--- src/rtl/i2c_status_pkg.sv ---
package i2c_status_pkg;

  localparam int STATUS_W = 8;

  // bit positions; the order is what the register readers decode
  localparam int BIT_BUSY     = 7;
  localparam int BIT_RESTART  = 6;
  localparam int BIT_RSVD     = 5;
  localparam int BIT_LASTNACK = 4;
  localparam int BIT_TXMODE   = 3;
  localparam int BIT_ADDRSD   = 2;
  localparam int BIT_GCALL    = 1;
  localparam int BIT_FIRST    = 0;

  localparam logic [STATUS_W-1:0] RSVD_MASK      = STATUS_W'(1) << BIT_RSVD;
  localparam logic [STATUS_W-1:0] CLR_PRIO_MASK  = STATUS_W'(1) << BIT_BUSY;
  localparam logic [STATUS_W-1:0] STATUS_RST_VAL = '0;

  typedef struct packed {
    logic [STATUS_W-1:0] setVec;
    logic [STATUS_W-1:0] clrVec;
  } flagStrobes_t;

endpackage

--- src/rtl/i2c_status_cell.sv ---
module i2c_status_cell #(
  parameter bit CLEAR_WINS = 1'b0,
  parameter bit RESET_VAL  = 1'b0
) (
  input  logic clk,
  input  logic rst,
  input  logic setEv,
  input  logic clrEv,
  output logic flagQ
);

  logic flagNext;

  generate
    if (CLEAR_WINS) begin : g_clrFirst
      always_comb begin
        if (clrEv)      flagNext = 1'b0;
        else if (setEv) flagNext = 1'b1;
        else            flagNext = flagQ;
      end
    end else begin : g_setFirst
      always_comb begin
        if (setEv)      flagNext = 1'b1;
        else if (clrEv) flagNext = 1'b0;
        else            flagNext = flagQ;
      end
    end
  endgenerate

  always_ff @(posedge clk) begin
    if (rst) flagQ <= RESET_VAL;
    else     flagQ <= flagNext;
  end

endmodule

--- src/rtl/i2c_status_flags.sv ---
module i2c_status_flags
  import i2c_status_pkg::*;
#(
  parameter int                    WIDTH     = STATUS_W,
  parameter logic [STATUS_W-1:0]   RSVD      = RSVD_MASK,
  parameter logic [STATUS_W-1:0]   CLR_PRIO  = CLR_PRIO_MASK,
  parameter logic [STATUS_W-1:0]   RST_VAL   = STATUS_RST_VAL
) (
  input  logic               clk,
  input  logic               rst,
  input  flagStrobes_t       strobes,
  output logic [WIDTH-1:0]   flagsQ
);

  generate
    for (genvar i = 0; i < WIDTH; i++) begin : g_bit
      if (RSVD[i]) begin : g_rsvd
        logic unusedStrobe;
        assign unusedStrobe = strobes.setVec[i] ^ strobes.clrVec[i];
        assign flagsQ[i] = 1'b0;
      end else begin : g_flag
        i2c_status_cell #(
          .CLEAR_WINS (CLR_PRIO[i]),
          .RESET_VAL  (RST_VAL[i])
        ) u_cell (
          .clk   (clk),
          .rst   (rst),
          .setEv (strobes.setVec[i]),
          .clrEv (strobes.clrVec[i]),
          .flagQ (flagsQ[i])
        );
      end
    end
  endgenerate

endmodule

--- src/rtl/i2c_status_ctrl.sv ---
module i2c_status_ctrl
  import i2c_status_pkg::*;
(
  input  logic         startDet,
  input  logic         restartDet,
  input  logic         stopDet,
  input  logic         ackSampleValid,
  input  logic         ackSampleSda,
  input  logic         addrDone,
  input  logic         addrMatch,
  input  logic         addrGeneral,
  input  logic         masterMode,
  input  logic         gcByte2Done,
  input  logic         arbLost,
  input  logic         xferValid,
  input  logic         xferTx,
  input  logic         intClearWr,
  input  logic         ackDisable,
  input  logic         gcAckEnable,
  output flagStrobes_t strobes
);

  logic startAny;
  logic slaveAddr;
  logic slaveReject;
  logic gcSeen;
  logic nackSeen;
  logic ackSeen;
  logic slaveNack;

  always_comb begin
    startAny    = startDet | restartDet;
    slaveAddr   = addrDone & ~masterMode;
    // a slave address byte that will not be acknowledged
    slaveReject = slaveAddr & ((~addrMatch & ~addrGeneral) |
                               (addrMatch & ackDisable) |
                               (addrGeneral & ~gcAckEnable));
    gcSeen      = addrDone & addrGeneral & (~masterMode | gcAckEnable);
    nackSeen    = ackSampleValid & ackSampleSda;
    ackSeen     = ackSampleValid & ~ackSampleSda;
    slaveNack   = nackSeen & ~masterMode;
  end

  always_comb begin
    strobes = '0;

    strobes.setVec[BIT_BUSY]     = startAny;
    strobes.clrVec[BIT_BUSY]     = stopDet;

    strobes.setVec[BIT_RESTART]  = restartDet;
    strobes.clrVec[BIT_RESTART]  = intClearWr | slaveReject | stopDet;

    strobes.setVec[BIT_LASTNACK] = nackSeen;
    strobes.clrVec[BIT_LASTNACK] = ackSeen | startAny | stopDet;

    strobes.setVec[BIT_TXMODE]   = xferValid & xferTx;
    strobes.clrVec[BIT_TXMODE]   = (xferValid & ~xferTx) | slaveNack;

    strobes.setVec[BIT_ADDRSD]   = slaveAddr & addrMatch & ~ackDisable;
    strobes.clrVec[BIT_ADDRSD]   = startAny | stopDet;

    strobes.setVec[BIT_GCALL]    = gcSeen | (gcByte2Done & arbLost);
    strobes.clrVec[BIT_GCALL]    = startAny | stopDet | (gcByte2Done & ~arbLost);

    strobes.setVec[BIT_FIRST]    = startAny;
    strobes.clrVec[BIT_FIRST]    = intClearWr | slaveReject;
  end

endmodule

--- src/rtl/i2c_status_tracker.sv ---
module i2c_status_tracker
  import i2c_status_pkg::*;
#(
  parameter logic [STATUS_W-1:0] RSVD     = RSVD_MASK,
  parameter logic [STATUS_W-1:0] CLR_PRIO = CLR_PRIO_MASK,
  parameter logic [STATUS_W-1:0] RST_VAL  = STATUS_RST_VAL
) (
  input  logic                clk,
  input  logic                rst,
  input  logic                startDet,
  input  logic                restartDet,
  input  logic                stopDet,
  input  logic                ackSampleValid,
  input  logic                ackSampleSda,
  input  logic                addrDone,
  input  logic                addrMatch,
  input  logic                addrGeneral,
  input  logic                masterMode,
  input  logic                gcByte2Done,
  input  logic                arbLost,
  input  logic                xferValid,
  input  logic                xferTx,
  input  logic                intClearWr,
  input  logic                ackDisable,
  input  logic                gcAckEnable,
  output logic [STATUS_W-1:0] statusWord
);

  flagStrobes_t strobes;

  i2c_status_ctrl u_ctrl (
    .startDet       (startDet),
    .restartDet     (restartDet),
    .stopDet        (stopDet),
    .ackSampleValid (ackSampleValid),
    .ackSampleSda   (ackSampleSda),
    .addrDone       (addrDone),
    .addrMatch      (addrMatch),
    .addrGeneral    (addrGeneral),
    .masterMode     (masterMode),
    .gcByte2Done    (gcByte2Done),
    .arbLost        (arbLost),
    .xferValid      (xferValid),
    .xferTx         (xferTx),
    .intClearWr     (intClearWr),
    .ackDisable     (ackDisable),
    .gcAckEnable    (gcAckEnable),
    .strobes        (strobes)
  );

  i2c_status_flags #(
    .WIDTH    (STATUS_W),
    .RSVD     (RSVD),
    .CLR_PRIO (CLR_PRIO),
    .RST_VAL  (RST_VAL)
  ) u_flags (
    .clk     (clk),
    .rst     (rst),
    .strobes (strobes),
    .flagsQ  (statusWord)
  );

endmodule

--- config.mk ---
export PLATFORM = sky130hd
export DESIGN_NAME = i2c_status_tracker
export DESIGN_NICKNAME = d
export VERILOG_FILES = /design/src/rtl/i2c_status_pkg.sv /design/src/rtl/i2c_status_cell.sv /design/src/rtl/i2c_status_flags.sv /design/src/rtl/i2c_status_ctrl.sv /design/src/rtl/i2c_status_tracker.sv
export SDC_FILE = /design/constraint.sdc
export NUM_CORES = 1
export LEC_CHECK = 0
export BUFFER_PORTS_ARGS = -buffer_cell sky130_fd_sc_hd__buf_2
export CAP_MARGIN = 20
export CORE_AREA = 2 2 39 41
export CTS_BUF_LIST = sky130_fd_sc_hd__clkbuf_2 sky130_fd_sc_hd__clkbuf_4 sky130_fd_sc_hd__clkbuf_8
export DETAILED_ROUTE_END_ITERATION = 16
export DIE_AREA = 0 0 41 43
export PLACE_DENSITY = 0.61
export SETUP_SLACK_MARGIN = 0.2
export SLEW_MARGIN = 20
export SYNTH_ARGS = -nofsm -noshare
export SYNTH_HDL_FRONTEND = slang
export SYNTH_SLANG_ARGS = --single-unit
export TNS_END_PERCENT = 30
--- constraint.sdc ---
create_clock -name clk -period 1.25 [get_ports clk]
set_input_delay 0.25 -clock clk [delete_from_list [all_inputs] [get_ports clk]]
set_output_delay 0.25 -clock clk [all_outputs]
set_load 0.02 [all_outputs]
Word level (Yosys, flattened, before mapping) --
Index checks and enable logic that the tools add are counted.
Operators by class: add/sub/neg operators 0, $mul 0, divide/modulo/power cells 0, $lt $le $gt $ge 0, equal/unequal tests 0, shift operators 0, multiplexer cells 12, bitwise gates (word level) 36, reductions and logical operators 7
Operators by type and width (count):
- $and A1 B1 Y1 | 16
- $mux W1 | 12
- $or A1 B1 Y1 | 12
- $reduce_bool A2 Y1 | 6
- $not A1 Y1 | 8
- $reduce_or A2 Y1 | 1
Word-level totals: bits in registers 7, bits in latches 0, RAM bits 0, ROM bits 0, input port bits 18, output and inout bits 8, word-level logic and storage cells 62, memories kept 0

Logic depth before layout (Yosys ltp) --
depth after elaboration 9, depth in mapped cells 3, depth with buffers taken out 3

Modules after synthesis --
From an unflattened synthesis, not the netlist that was laid out.
Unflattened totals: cell total of the unflattened synthesis 60, area total of the unflattened synthesis 488.0 um^2
Modules (own cells, without submodules):
- i2c_status_cell at u_flags.g_bit[0].g_flag.u_cell ... | times used 6, cells an instance 4, area an instance 38.8 um^2, seq. area each 20.0 um^2
- i2c_status_ctrl | times used 1, cells an instance 31, area an instance 210.2 um^2, seq. area each 0.0 um^2
- i2c_status_cell at u_flags.g_bit[7].g_flag.u_cell | times used 1, cells an instance 3, area an instance 33.8 um^2, seq. area each 20.0 um^2
- i2c_status_flags | times used 1, cells an instance 2, area an instance 11.3 um^2, seq. area each 0.0 um^2

Least setup slack after synthesis --
Ideal clock, no wire load.
kind input to register, start in addrGeneral, end reg u_flags.g_bit[6].g_flag.u_cell.flagQ, library setup time 0.123 ns, data arrival time 0.751 ns, setup slack 0.376 ns, cell stages on the path 3, path buffers 0, cell sequence mux2_4 -> a21oi_2 -> o32ai_2
On the way: longest elaborated chain between the ends 8, elaborated cells on any way between the ends 9
Ends and longest elaborated chain:
- start: declaration | RTL line i2c_status_tracker.sv:17 | input logic addrGeneral,
- $not A1 Y1 | RTL line i2c_status_ctrl.sv:35 | slaveReject = slaveAddr & ((~addrMatch & ~addrGeneral) |
- $and A1 B1 Y1 | RTL line i2c_status_ctrl.sv:35
- $or A1 B1 Y1 | RTL line i2c_status_ctrl.sv:35
- $or A1 B1 Y1 (*) | RTL line i2c_status_ctrl.sv:36 | (addrMatch & ackDisable) |
- $and A1 B1 Y1 (*) | RTL line i2c_status_ctrl.sv:35
- $or A1 B1 Y1 (*) (2 in a row) | RTL line i2c_status_ctrl.sv:51 | strobes.clrVec[BIT_RESTART] = intClearWr | slaveReject | stopDet;
- $reduce_bool A2 Y1 (no line) (*)
- end signal: assignment | RTL line i2c_status_cell.sv:32 | else flagQ <= flagNext;
- end: declaration | RTL line i2c_status_cell.sv:9 | output logic flagQ
Every way passes the cells marked *; elsewhere a longest branch is shown, timed or not. A chain may end at the register's enable or synchronous reset.

Worst setup path after layout --
start reg u_flags.g_bit[7].g_flag.u_cell.flagQ, end out statusWord[7]
RTL lines:
- start: declaration | RTL line i2c_status_cell.sv:9
- start signal: assignment | RTL line i2c_status_cell.sv:32
- end: declaration | RTL line i2c_status_tracker.sv:26 | output logic [STATUS_W-1:0] statusWord
No word-level cell between the ends.

==> out/metrics.csv <==
stage,metric,value,unit
timing,fmax,1000,MHz
drt,Routed WL per cell,10.7,microns
place,Placer Congestion,0.762,
yosys,syn_nets,62,
worst_setup_path,"Arr. time, crit path",750,ps
drt,starting DRC count in detailed routing,7,
clock_network,clock latency at the later pin of the worst-skew pair,250,ps
final_layout,Non-Filler Instances,80,
timing,post-route clock period utilization,0.799,
clock_network,Clock Root Buffer,clkbuf_4,
clock_network,Num CTS Buffers,3,
yosys,Post-Synthesis Cell Area,390,sq um
final_layout,ratio of cells with drive above 1 in the final layout,0.500,
yosys,share of the synthesized area in the top cell type,0.359,
yosys,register area share after synthesis,0.359,
worst_setup_path,"Slowest-stage cell, CP",dfxtp_1,
worst_setup_path,crit path from,u_flags.g_bit[7].g_flag.u_cell.flagQ$_SDFFE_PP0P_,
power,leakage,0.238,nW
run_status,status,completed,
place,HPWL after detailed placement,720,microns
worst_setup_path,R2R setup slack,370,ps
die,core area,1380,sq um
clock_network,CTS Sinks,7,
drt,metal1 wirelength,375,microns
die,row count,14,
die,die area,1760,sq um
global_route,initial antenna violation count,0,
drt,post-route DRC violation count,0,
yosys,Synth area leader,dfxtp_1,
die,Chip Height,43,microns
worst_setup_path,CP Launch Type,flip-flop,
job,max cap viols,0,
final_layout,max reg flops,7,
timing,final count of negative-setup-slack endpoints,0,
hold_path,min-delay src,intClearWr,
worst_setup_path,reg2reg start,u_flags.g_bit[0].g_flag.u_cell.flagQ$_SDFFE_PP0P_,
drt,Post-DRT Antenna Nets,0,
yosys,syn_area_per_cell,8.87,sq um
place,Post-Place Cells,76,
timing,Worst Skew,0,ps
clock_network,Post-CTS Setup Repair Bufs,0,
timing,"Min Clock Period, post-route",999,ps
clock_network,TritonCTS clock tree,built,
final_layout,area grow syn2layout,28.2,%
final_layout,most frequent cells in the layout,"24 x buf_2, 7 x dfxtp_1, 5 x a21oi_1",
worst_setup_path,Buf/Inv on CP,1,
final_layout,most flop-heavy register,u_flags.g_bit.g_flag.u_cell.flagQ,
worst_setup_path,Worst EP required,1000,ps
power,PwrDens,1150,nW/um^2
yosys,Synth Warn #,0,
final_layout,Final Core Density,0.362,
timing,Sum Neg Setup Slack,0,ps
drt,DR WL met3,70,microns
clock_network,clk slew on worst S/H paths,50,ps
global_route,total grt overflow,0,
power,Final Total Pwr,576,uW
timing,RSZ-0062 raised after global routing,false,
global_route,pin count of the biggest net entering global routing,8,
drt,met2 WL,390,microns
clock_network,# resized after CTS,0,
die,die span in x,41,microns
worst_setup_path,CP cell instances,buf_2,
drt,via count,368,
worst_setup_path,critical path class,reg -> out,
power,maximum vdd drop,0.491,mV
drt,routed wire length,852,microns
global_route,vias in the first global route,313,
worst_setup_path,top cell family by delay on the critical path,flip-flops,
worst_setup_path,critical path peak fanout,2,
global_route,first-pass GRT wire length,1280,microns
die,IO Pins,26,
yosys,Syn Inst Count,44,
drt,detailed-router iteration count before antenna repair,4,
timing,"Slew Viols, Final",0,
final_layout,Final #Nets,83,
worst_setup_path,"slowest stage delay, CP",330,ps
yosys,"flops & latches, synth",7,
clock_network,H-Tree Depth,1,
clock_network,clock buffer depth,2,
final_layout,n_diodes,0,
place,port bufs,24,
final_layout,biggest regs,u_flags.g_bit.g_flag.u_cell.flagQ: 7 flops,
drt,drt via density,4.60,
hold_path,min-delay worst type,in -> reg,
drt,Top Metal Used,met4,
yosys,most area-consuming cells after synthesis,"dfxtp_1 36%, buf_4 15%, a21oi_1 6.4%",
clock_network,CTS hold repair buffers,0,
final_layout,"commonest non-fill, non-tap cell in the layout",buf_2,
die,Starting Density,0.282,
yosys,Synth cell types,20,
timing,Hold Fails Final Rpt,0,
global_route,GRT Util Overall,0.113,
worst_setup_path,CP endpoint kind,output pin,
## synthesized netlist by cell type
master    number
a211oi_1       1
a21oi_1        5
a21oi_2        1
a32oi_1        1
buf_4          8
conb_1         1
dfxtp_1        7
inv_1          1
mux2_4         1
nand2_1        4
nand2b_1       2
nand3_1        1
nand3b_1       2
nor2_1         2
nor2b_1        2
nor3_2         1
nor4bb_1       1
o21ai_0        1
o31a_1         1
o32ai_2        1
## metal layers
metal,vias up,track usage
met1,161,0.137
li1,187,-
met5,-,0
met3,2,0.0471
met2,18,0.163
met4,0,0.0600
## through the flow
step                      hold WS [ps]  instance area (sq um)  setup WS [ps]
final                              228                    500            251
after global routing               231                    500            227
after CTS                          227                    500            243
after detailed placement           476                    470            229
after global placement             466                    470            238
after floorplan                    319                    390            376
## path summary, 6_finish.rpt
kind | endpoint | cells after the start
hold reg to reg | u_flags.g_bit[1].g_flag.u_cell.flagQ$_SDFFE_PP0P_ | 2
hold / removal | u_flags.g_bit[6].g_flag.u_cell.flagQ$_SDFFE_PP0P_ | 2
setup / recovery | statusWord[7] | 1
setup reg to reg | u_flags.g_bit[0].g_flag.u_cell.flagQ$_SDFFE_PP0P_ | 3
## kinds of logic after synthesis
family                 after synthesis  share of synthesized area
other                                1                    0.00961
multiplexers                         1                     0.0385
flip-flops                           7                      0.359
buffers and inverters                9                      0.163
AO/OA/AOI/OAI                       11                      0.205
AND/OR/NAND/NOR                     15                      0.224
## power by group
group / switching [mW] / internal [mW]
sequential: 0.00508 / 0.236
combinational: 0.0580 / 0.0480
clock: 0.0856 / 0.144
## area by class of cell
type,instances,area (sq um)
clock buffer,4,30.0
fill,149,883
inverter,1,3.75
multi-input combinational,28,186
sequential,7,140
tap,16,20.0
timing repair buffer,24,120
(Power assumes the default switching activity.)
